===== src/rtl/xirq_pkg.sv =====
package xirq_pkg;
  typedef enum logic {
    SENSE_LEVEL = 1'b0,
    SENSE_FALL  = 1'b1
  } sense_e;

  typedef enum logic {
    SEL_SENSE = 1'b0,
    SEL_FLAG  = 1'b1
  } reg_sel_e;
endpackage


===== src/rtl/xirq_sync.sv =====
module xirq_sync #(
  parameter int unsigned STAGES  = 2,
  parameter logic        RST_VAL = 1'b1
) (
  input  logic clk_i,
  input  logic rst_ni,
  input  logic d_i,
  output logic q_o
);
  logic [STAGES-1:0] chain_q;

  generate
    if (STAGES == 1) begin : g_one
      always_ff @(posedge clk_i or negedge rst_ni) begin
        if (!rst_ni) chain_q <= RST_VAL;
        else         chain_q <= d_i;
      end
    end else begin : g_many
      always_ff @(posedge clk_i or negedge rst_ni) begin
        if (!rst_ni) chain_q <= {STAGES{RST_VAL}};
        else         chain_q <= {chain_q[STAGES-2:0], d_i};
      end
    end
  endgenerate

  assign q_o = chain_q[STAGES-1];
endmodule


===== src/rtl/xirq_chan.sv =====
module xirq_chan #(
  parameter int unsigned SYNC_STAGES = 2
) (
  input  logic clk_i,
  input  logic rst_ni,
  input  logic pin_i,
  input  logic sense_i,
  input  logic ack_i,
  input  logic wr_i,
  input  logic wdata_i,
  output logic flag_o
);
  import xirq_pkg::*;

  logic sync_w;
  logic prev_q;
  logic set_w;
  logic flag_q;
  logic flag_d;

  xirq_sync #(
    .STAGES  (SYNC_STAGES),
    .RST_VAL (1'b1)
  ) u_sync (
    .clk_i  (clk_i),
    .rst_ni (rst_ni),
    .d_i    (pin_i),
    .q_o    (sync_w)
  );

  always_ff @(posedge clk_i or negedge rst_ni) begin
    if (!rst_ni) prev_q <= 1'b1;
    else         prev_q <= sync_w;
  end

  always_comb begin
    if (sense_e'(sense_i) == SENSE_FALL) set_w = prev_q & ~sync_w;
    else                                 set_w = ~sync_w;
  end

  // hardware set dominates any clear in the same cycle
  always_comb begin
    flag_d = flag_q;
    if (wr_i)                                         flag_d = wdata_i;
    else if (ack_i && sense_e'(sense_i) == SENSE_FALL) flag_d = 1'b0;
    flag_d = flag_d | set_w;
  end

  always_ff @(posedge clk_i or negedge rst_ni) begin
    if (!rst_ni) flag_q <= 1'b0;
    else         flag_q <= flag_d;
  end

  assign flag_o = flag_q;


  set_wins_chk: assert property (@(posedge clk_i) disable iff (!rst_ni)
    set_w |=> flag_q);


  level_ack_ignored_chk: assert property (@(posedge clk_i) disable iff (!rst_ni)
    (!sense_i && ack_i && !wr_i && flag_q) |=> flag_q);


  fall_ack_clears_chk: assert property (@(posedge clk_i) disable iff (!rst_ni)
    (sense_i && ack_i && !wr_i && !set_w) |=> !flag_q);


  fall_rise_cause_chk: assert property (@(posedge clk_i) disable iff (!rst_ni)
    ($rose(flag_q) && !$past(wr_i) && $past(sense_i)) |-> $past(prev_q && !sync_w));
endmodule


===== src/rtl/xirq_detect.sv =====
module xirq_detect #(
  parameter int unsigned N_CH        = 2,
  parameter int unsigned SYNC_STAGES = 2
) (
  input  logic            clk_i,
  input  logic            rst_ni,
  input  logic [N_CH-1:0] pin_i,
  input  logic [N_CH-1:0] ack_i,
  input  logic            reg_we_i,
  input  logic            reg_sel_i,
  input  logic [N_CH-1:0] reg_wdata_i,
  output logic [N_CH-1:0] reg_rdata_o,
  output logic [N_CH-1:0] irq_o
);
  import xirq_pkg::*;

  logic [N_CH-1:0] sense_q;
  logic [N_CH-1:0] flag_w;
  logic            wr_sense_w;
  logic            wr_flag_w;

  assign wr_sense_w = reg_we_i && reg_sel_e'(reg_sel_i) == SEL_SENSE;
  assign wr_flag_w  = reg_we_i && reg_sel_e'(reg_sel_i) == SEL_FLAG;

  always_ff @(posedge clk_i or negedge rst_ni) begin
    if (!rst_ni)         sense_q <= '0;
    else if (wr_sense_w) sense_q <= reg_wdata_i;
  end

  generate
    for (genvar c = 0; c < N_CH; c++) begin : g_ch
      xirq_chan #(
        .SYNC_STAGES (SYNC_STAGES)
      ) u_chan (
        .clk_i   (clk_i),
        .rst_ni  (rst_ni),
        .pin_i   (pin_i[c]),
        .sense_i (sense_q[c]),
        .ack_i   (ack_i[c]),
        .wr_i    (wr_flag_w),
        .wdata_i (reg_wdata_i[c]),
        .flag_o  (flag_w[c])
      );
    end
  endgenerate

  assign irq_o       = flag_w;
  assign reg_rdata_o = reg_sel_e'(reg_sel_i) == SEL_FLAG ? flag_w : sense_q;


  sense_write_chk: assert property (@(posedge clk_i) disable iff (!rst_ni)
    wr_sense_w |=> sense_q == $past(reg_wdata_i));


  flag_write_set_chk: assert property (@(posedge clk_i) disable iff (!rst_ni)
    wr_flag_w |=> ((irq_o & $past(reg_wdata_i)) == $past(reg_wdata_i)));
endmodule


===== config.mk =====
export PLATFORM = sky130hd
export DESIGN_NAME = xirq_detect
export DESIGN_NICKNAME = d
export VERILOG_FILES = /design/src/rtl/xirq_pkg.sv /design/src/rtl/xirq_sync.sv /design/src/rtl/xirq_chan.sv /design/src/rtl/xirq_detect.sv
export SDC_FILE = /design/constraint.sdc
export NUM_CORES = 1
export LEC_CHECK = 0
export BUFFER_PORTS_ARGS = -buffer_cell sky130_fd_sc_hd__buf_4
export CAP_MARGIN = 20
export CORE_AREA = 3 3 40 42
export CTS_CLUSTER_DIAMETER = 150
export DETAILED_ROUTE_END_ITERATION = 7
export DIE_AREA = 0 0 43 45
export PLACE_DENSITY = 0.63
export SLEW_MARGIN = 20
export SYNTH_ARGS = -nofsm -noshare
export SYNTH_HDL_FRONTEND = slang
export SYNTH_SLANG_ARGS = --single-unit

===== constraint.sdc =====
create_clock -name clk_i -period 1.31 [get_ports clk_i]
set_input_delay 0.1965 -clock clk_i [delete_from_list [all_inputs] [get_ports clk_i]]
set_output_delay 0.1965 -clock clk_i [all_outputs]
set_load 0.03 [all_outputs]

## Word-level counts from Yosys, hierarchy flattened

Index checks and enable logic that the tools add are counted.

- Register bits after elaboration: 10
- Input port bits: 10
- Output and inout bits: 4
- Word-level logic and storage cells: 25

- Mux-type cells: 7
- Bitwise logic cells: 7
- Reduce and logical (&&, ||, !) cells: 4

Operators by type and width:

| operator | number |
|---|---|
| two-way mux 1 bit | 6 |
| logical AND 1 bit | 4 |
| NOT 1 bit | 3 |
| AND 1 bit | 2 |
| two-way mux 2 bit | 1 |
| OR 1 bit | 2 |

## Depth between registers and ports, before layout

- Depth after elaboration: 4
- Mapped depth: 2
- Mapped depth without buffers: 2

## Cells and area by module

From an unflattened synthesis, not the netlist that was laid out.

- Cell total of the unflattened synthesis: 24
- Area, all modules: 376.6 um^2

Modules (own cells, without submodules):

| module | times used | cells an instance | area each (um^2) | sequential area each (um^2) |
|---|---|---|---|---|
| xirq_chan | 2 | 6 | 80.1 | 51.3 |
| xirq_detect | 1 | 8 | 111.4 | 50.0 |
| xirq_sync | 2 | 2 | 52.6 | 52.6 |

## Worst setup path after synthesis

No wires, ideal clock.

- Path type: flip-flop to output port
- Start point: reg sense_q[0]
- End point: out reg_rdata_o[0]
- Arrival: 0.707 ns
- Data required time: 1.113 ns
- Slack: 0.406 ns
- Cell stages (with the launch flop): 2
- Path buffers: 0
- Cells stage by stage: dfrtp_1 > mux2_2

- Cells in the longest elaborated chain, start to end: 1

Ends and longest elaborated chain:

| item | RTL line | RTL |
|---|---|---|
| start: declaration | xirq_detect.sv:17 | `logic [N_CH-1:0] sense_q;` |
| start signal: assignment | xirq_detect.sv:27 | `else if (wr_sense_w) sense_q <= reg_wdata_i;` |
| two-way mux 2 bit | xirq_detect.sv:48 | `assign reg_rdata_o = reg_sel_e'(reg_sel_i) == SEL_FLAG ? flag_w : sense_q;` |
| end: declaration | xirq_detect.sv:12 | `output logic [N_CH-1:0] reg_rdata_o,` |

No other way between the ends.

## Worst setup path in the final report

- Start point: reg g_ch[0].u_chan.flag_q
- End point: out reg_rdata_o[0]

- Cells in the longest elaborated chain, start to end: 1

Ends and longest elaborated chain:

| item | RTL line | RTL |
|---|---|---|
| start: declaration | xirq_chan.sv:18 | `logic flag_q;` |
| start signal: assignment | xirq_chan.sv:51 | `else flag_q <= flag_d;` |
| two-way mux 2 bit | xirq_detect.sv:48 |  |

No other way between the ends.

==> results.ini <==
[timing]
fmax_mhz=786
holdWs_ns=0.0387
clock_skew_ns=0.00438
hold_viol_final=0
setup_viol=0
period_needed_ns=1.27
maxSlewViolCount=0
rsz0062_at_grt=no
worst-slew-pin-transition_ns=0.179
max-slew-margin-rel_pct=88.0
fin_crit_sh_pct=97.1
fin_setup_tns_ns=0

[worst_setup_path]
critPathLaunchType=flop
cp-end-kind=output pin
worstPathMaxFanout=3
crit_type=flop to output pin
slowest_delay_ns=0.40
crit_required_ns=1.11
r2r_cells=3
critPathSlowestCell=dfrtp_1
r2r_slack_ns=0.32
path_cells=mux2_2, buf_6
crit_arrival_ns=1.08

[synthesis]
synth_compound_gate_area_share_pct=9.52
ys.warnings.count=0
synth_top_family_by_area=multiplexers
synth-xor-area-share_pct=0
synth_mux_area_share_pct=11.4
syn_area_um2=394
syn_area_per_cell_um2=14.6
synthCells=27
yosysTopAreaCellShare_pct=40.0
synth-seq-area-share_pct=65.4
yosys.area_share.adder_pct=0
syn_nets=37
synth_area_leader_cell=dfstp_2
ys_ff_latch=10
synth_cell_types=11
yosys.area_share.simple_pct=7.94
synth_area_leaders=dfstp_2 (40%), dfrtp_1 (25%), mux2_1 (5.7%)

[clocking]
htree_levels=1
clock-sinks=10
cts-root-buf=clkbuf_4
clkSlewWorstSetupHoldPaths_ns=0.07
cts_made_buffers=3
clockBufferDepth=2
clock_latency_ns=0.26
tritoncts=yes

[power]
peakVddDrop_uv=536
p_per_area_nw_per_um2=1440
power_w=0.000802
intPower_w=0.000600
combPwrFrac_pct=21.3
p_leak_nw=0.253
p_sw_w=0.000202
pwr-share-seq_pct=45.0
swShare_pct=25.1
clkPwrFrac_pct=33.7

[worst_hold_path]
holdPathStages=1
hold_path_class=input port to flop

[floorplanning]
die-height_um=45
fp.dieArea_um2=1940
die_w_um=43
core-area_um2=1280
num_rows=13
io-pin-count=14
start_util_pct=30.7

[grt]
grt_usage_pct=8.21
grt_pass1_vias=285
grt_start_max_net_pins=11
antenna_found_initial=0
grt_overflow=0
grt_pass1_wl_um=1150

[cells_and_area]
post-route-util_pct=43.3
seq_area_um2=258
nNetsFinal=55
area_growth_pct=41.3
drive_gt1_share_pct=65.9
num-fill-cells=124
layoutNonFillerInstCount=59
multiInputGateArea_um2=114
antennaDiodeCount=0

[drt]
dr.pass1.iters=3
drc_errors=0
viasPerCell=4.75
via_count=280
dr.first_iter.drc_count=1
wl_per_cell_um=12.2
postRouteAntennaNets=0
drt_wl_total_um=717

[placed_design]
dpl.cell_count=53
numPortBuffers=13
globalplace.congestion=0.609

[job]
drv_cap=0

[status]
status=finished clean

-- cell type report --
| cell class | instances | share of cell area [%] |
|---|---|---|
| Sequential cell | 10 | 46.3 |
| Timing Repair Buffer | 15 | 22.0 |
| Multi-Input combinational cell | 13 | 20.4 |
| Clock buffer | 4 | 6.52 |
| Tap cell | 15 | 3.37 |
| Inverter | 2 | 1.35 |
-- metrics by stage --
step	cell area, um2	worst slack, ns
after floorplan	394	0.406
after global placement	495	0.294
after detailed placement	495	0.283
after CTS	542	0.00543
after global routing	557	0.00524
final	557	0.0380
-- final timing paths --
kind	start	to
worst max-delay path	g_ch[0].u_chan.flag_o	reg_rdata_o[0]
worst min-delay path	pin_i[0]	g_ch[0].u_chan.u_sync.chain_q[0]
max in group asynchronous	rst_ni	g_ch[1].u_chan.prev_q
worst min register to register	g_ch[0].u_chan.u_sync.chain_q[0]	g_ch[0].u_chan.u_sync.chain_q[1]
min in group asynchronous	rst_ni	g_ch[0].u_chan.flag_o
worst max register to register	sense_q[0]	g_ch[0].u_chan.flag_o
-- routing by layer --
layer | vias up | GRT usage, % | share of wire, %
li1 | 132 | - | -
met1 | 140 | 7.85 | 35
met2 | 8 | 14.7 | 57
met3 | 0 | 3.19 | 8.4
met4 | 0 | 5.42 | 0
met5 | - | 0 | 0
-- sequential cells by signal (all words and copies together), names as in the netlist --
signal and flops:
sense_q 2, g_ch.u_chan.flag_o 2, g_ch.u_chan.u_sync.chain_q 4, g_ch.u_chan.prev_q 2
-- cell usage after synthesis --
cell type / n
mux2_2: 2
nor2b_1: 2
a22o_2: 2
nand3_1: 2
o221ai_1: 2
inv_1: 2
dfrtp_1: 4
mux2_1: 2
dfstp_2: 6
buf_4: 2
nor2b_2: 1
-- layout by cell type, fill, tap and decap left out --
cell           count
dfrtp_1            4
buf_4             12
dlygate4sd3_1      1
mux2_1             2
clkbuf_4           3
nor2b_1            2
nor2b_2            1
nand3_1            2
inv_1              2
o221ai_1           2
mux2_2             2
a22o_2             2
buf_6              2
dfstp_2            6
clkbuf_8           1
-- power groups by stage --
stage / clock (W) / combinational, W / sequential, W
2_1_floorplan: 0 / 0.0000989 / 0.000362
3_3_place_gp: 0 / 0.000150 / 0.000364
3_5_place_dp: 0 / 0.000154 / 0.000367
4_1_cts: 0.000279 / 0.000156 / 0.000362
6_report: 0.000270 / 0.000171 / 0.000361
5_1_grt: 0.000293 / 0.000183 / 0.000365
-- logic make-up after synthesis --
family,Yosys count
AND/OR/NAND/NOR,5
buffers and inverters,4
flip-flops,10
AO/OA/AOI/OAI,4
multiplexers,4
-- critical path: cells and delay by family (launching register included) --
| kind | cells | cell delay, ns |
|---|---|---|
| flip-flops | 1 | 0.40 |
| multiplexers | 1 | 0.28 |
| buffers and inverters | 1 | 0.14 |
-- what timing repair did --
item	4_1_cts	5_1_grt
hold buffers	1	0
buffers inserted	0	1
endpoints found under the setup margin	0	2
endpoints found under the hold margin	10	0
gates resized for setup	0	2
Power figures use the tool's default switching activity.
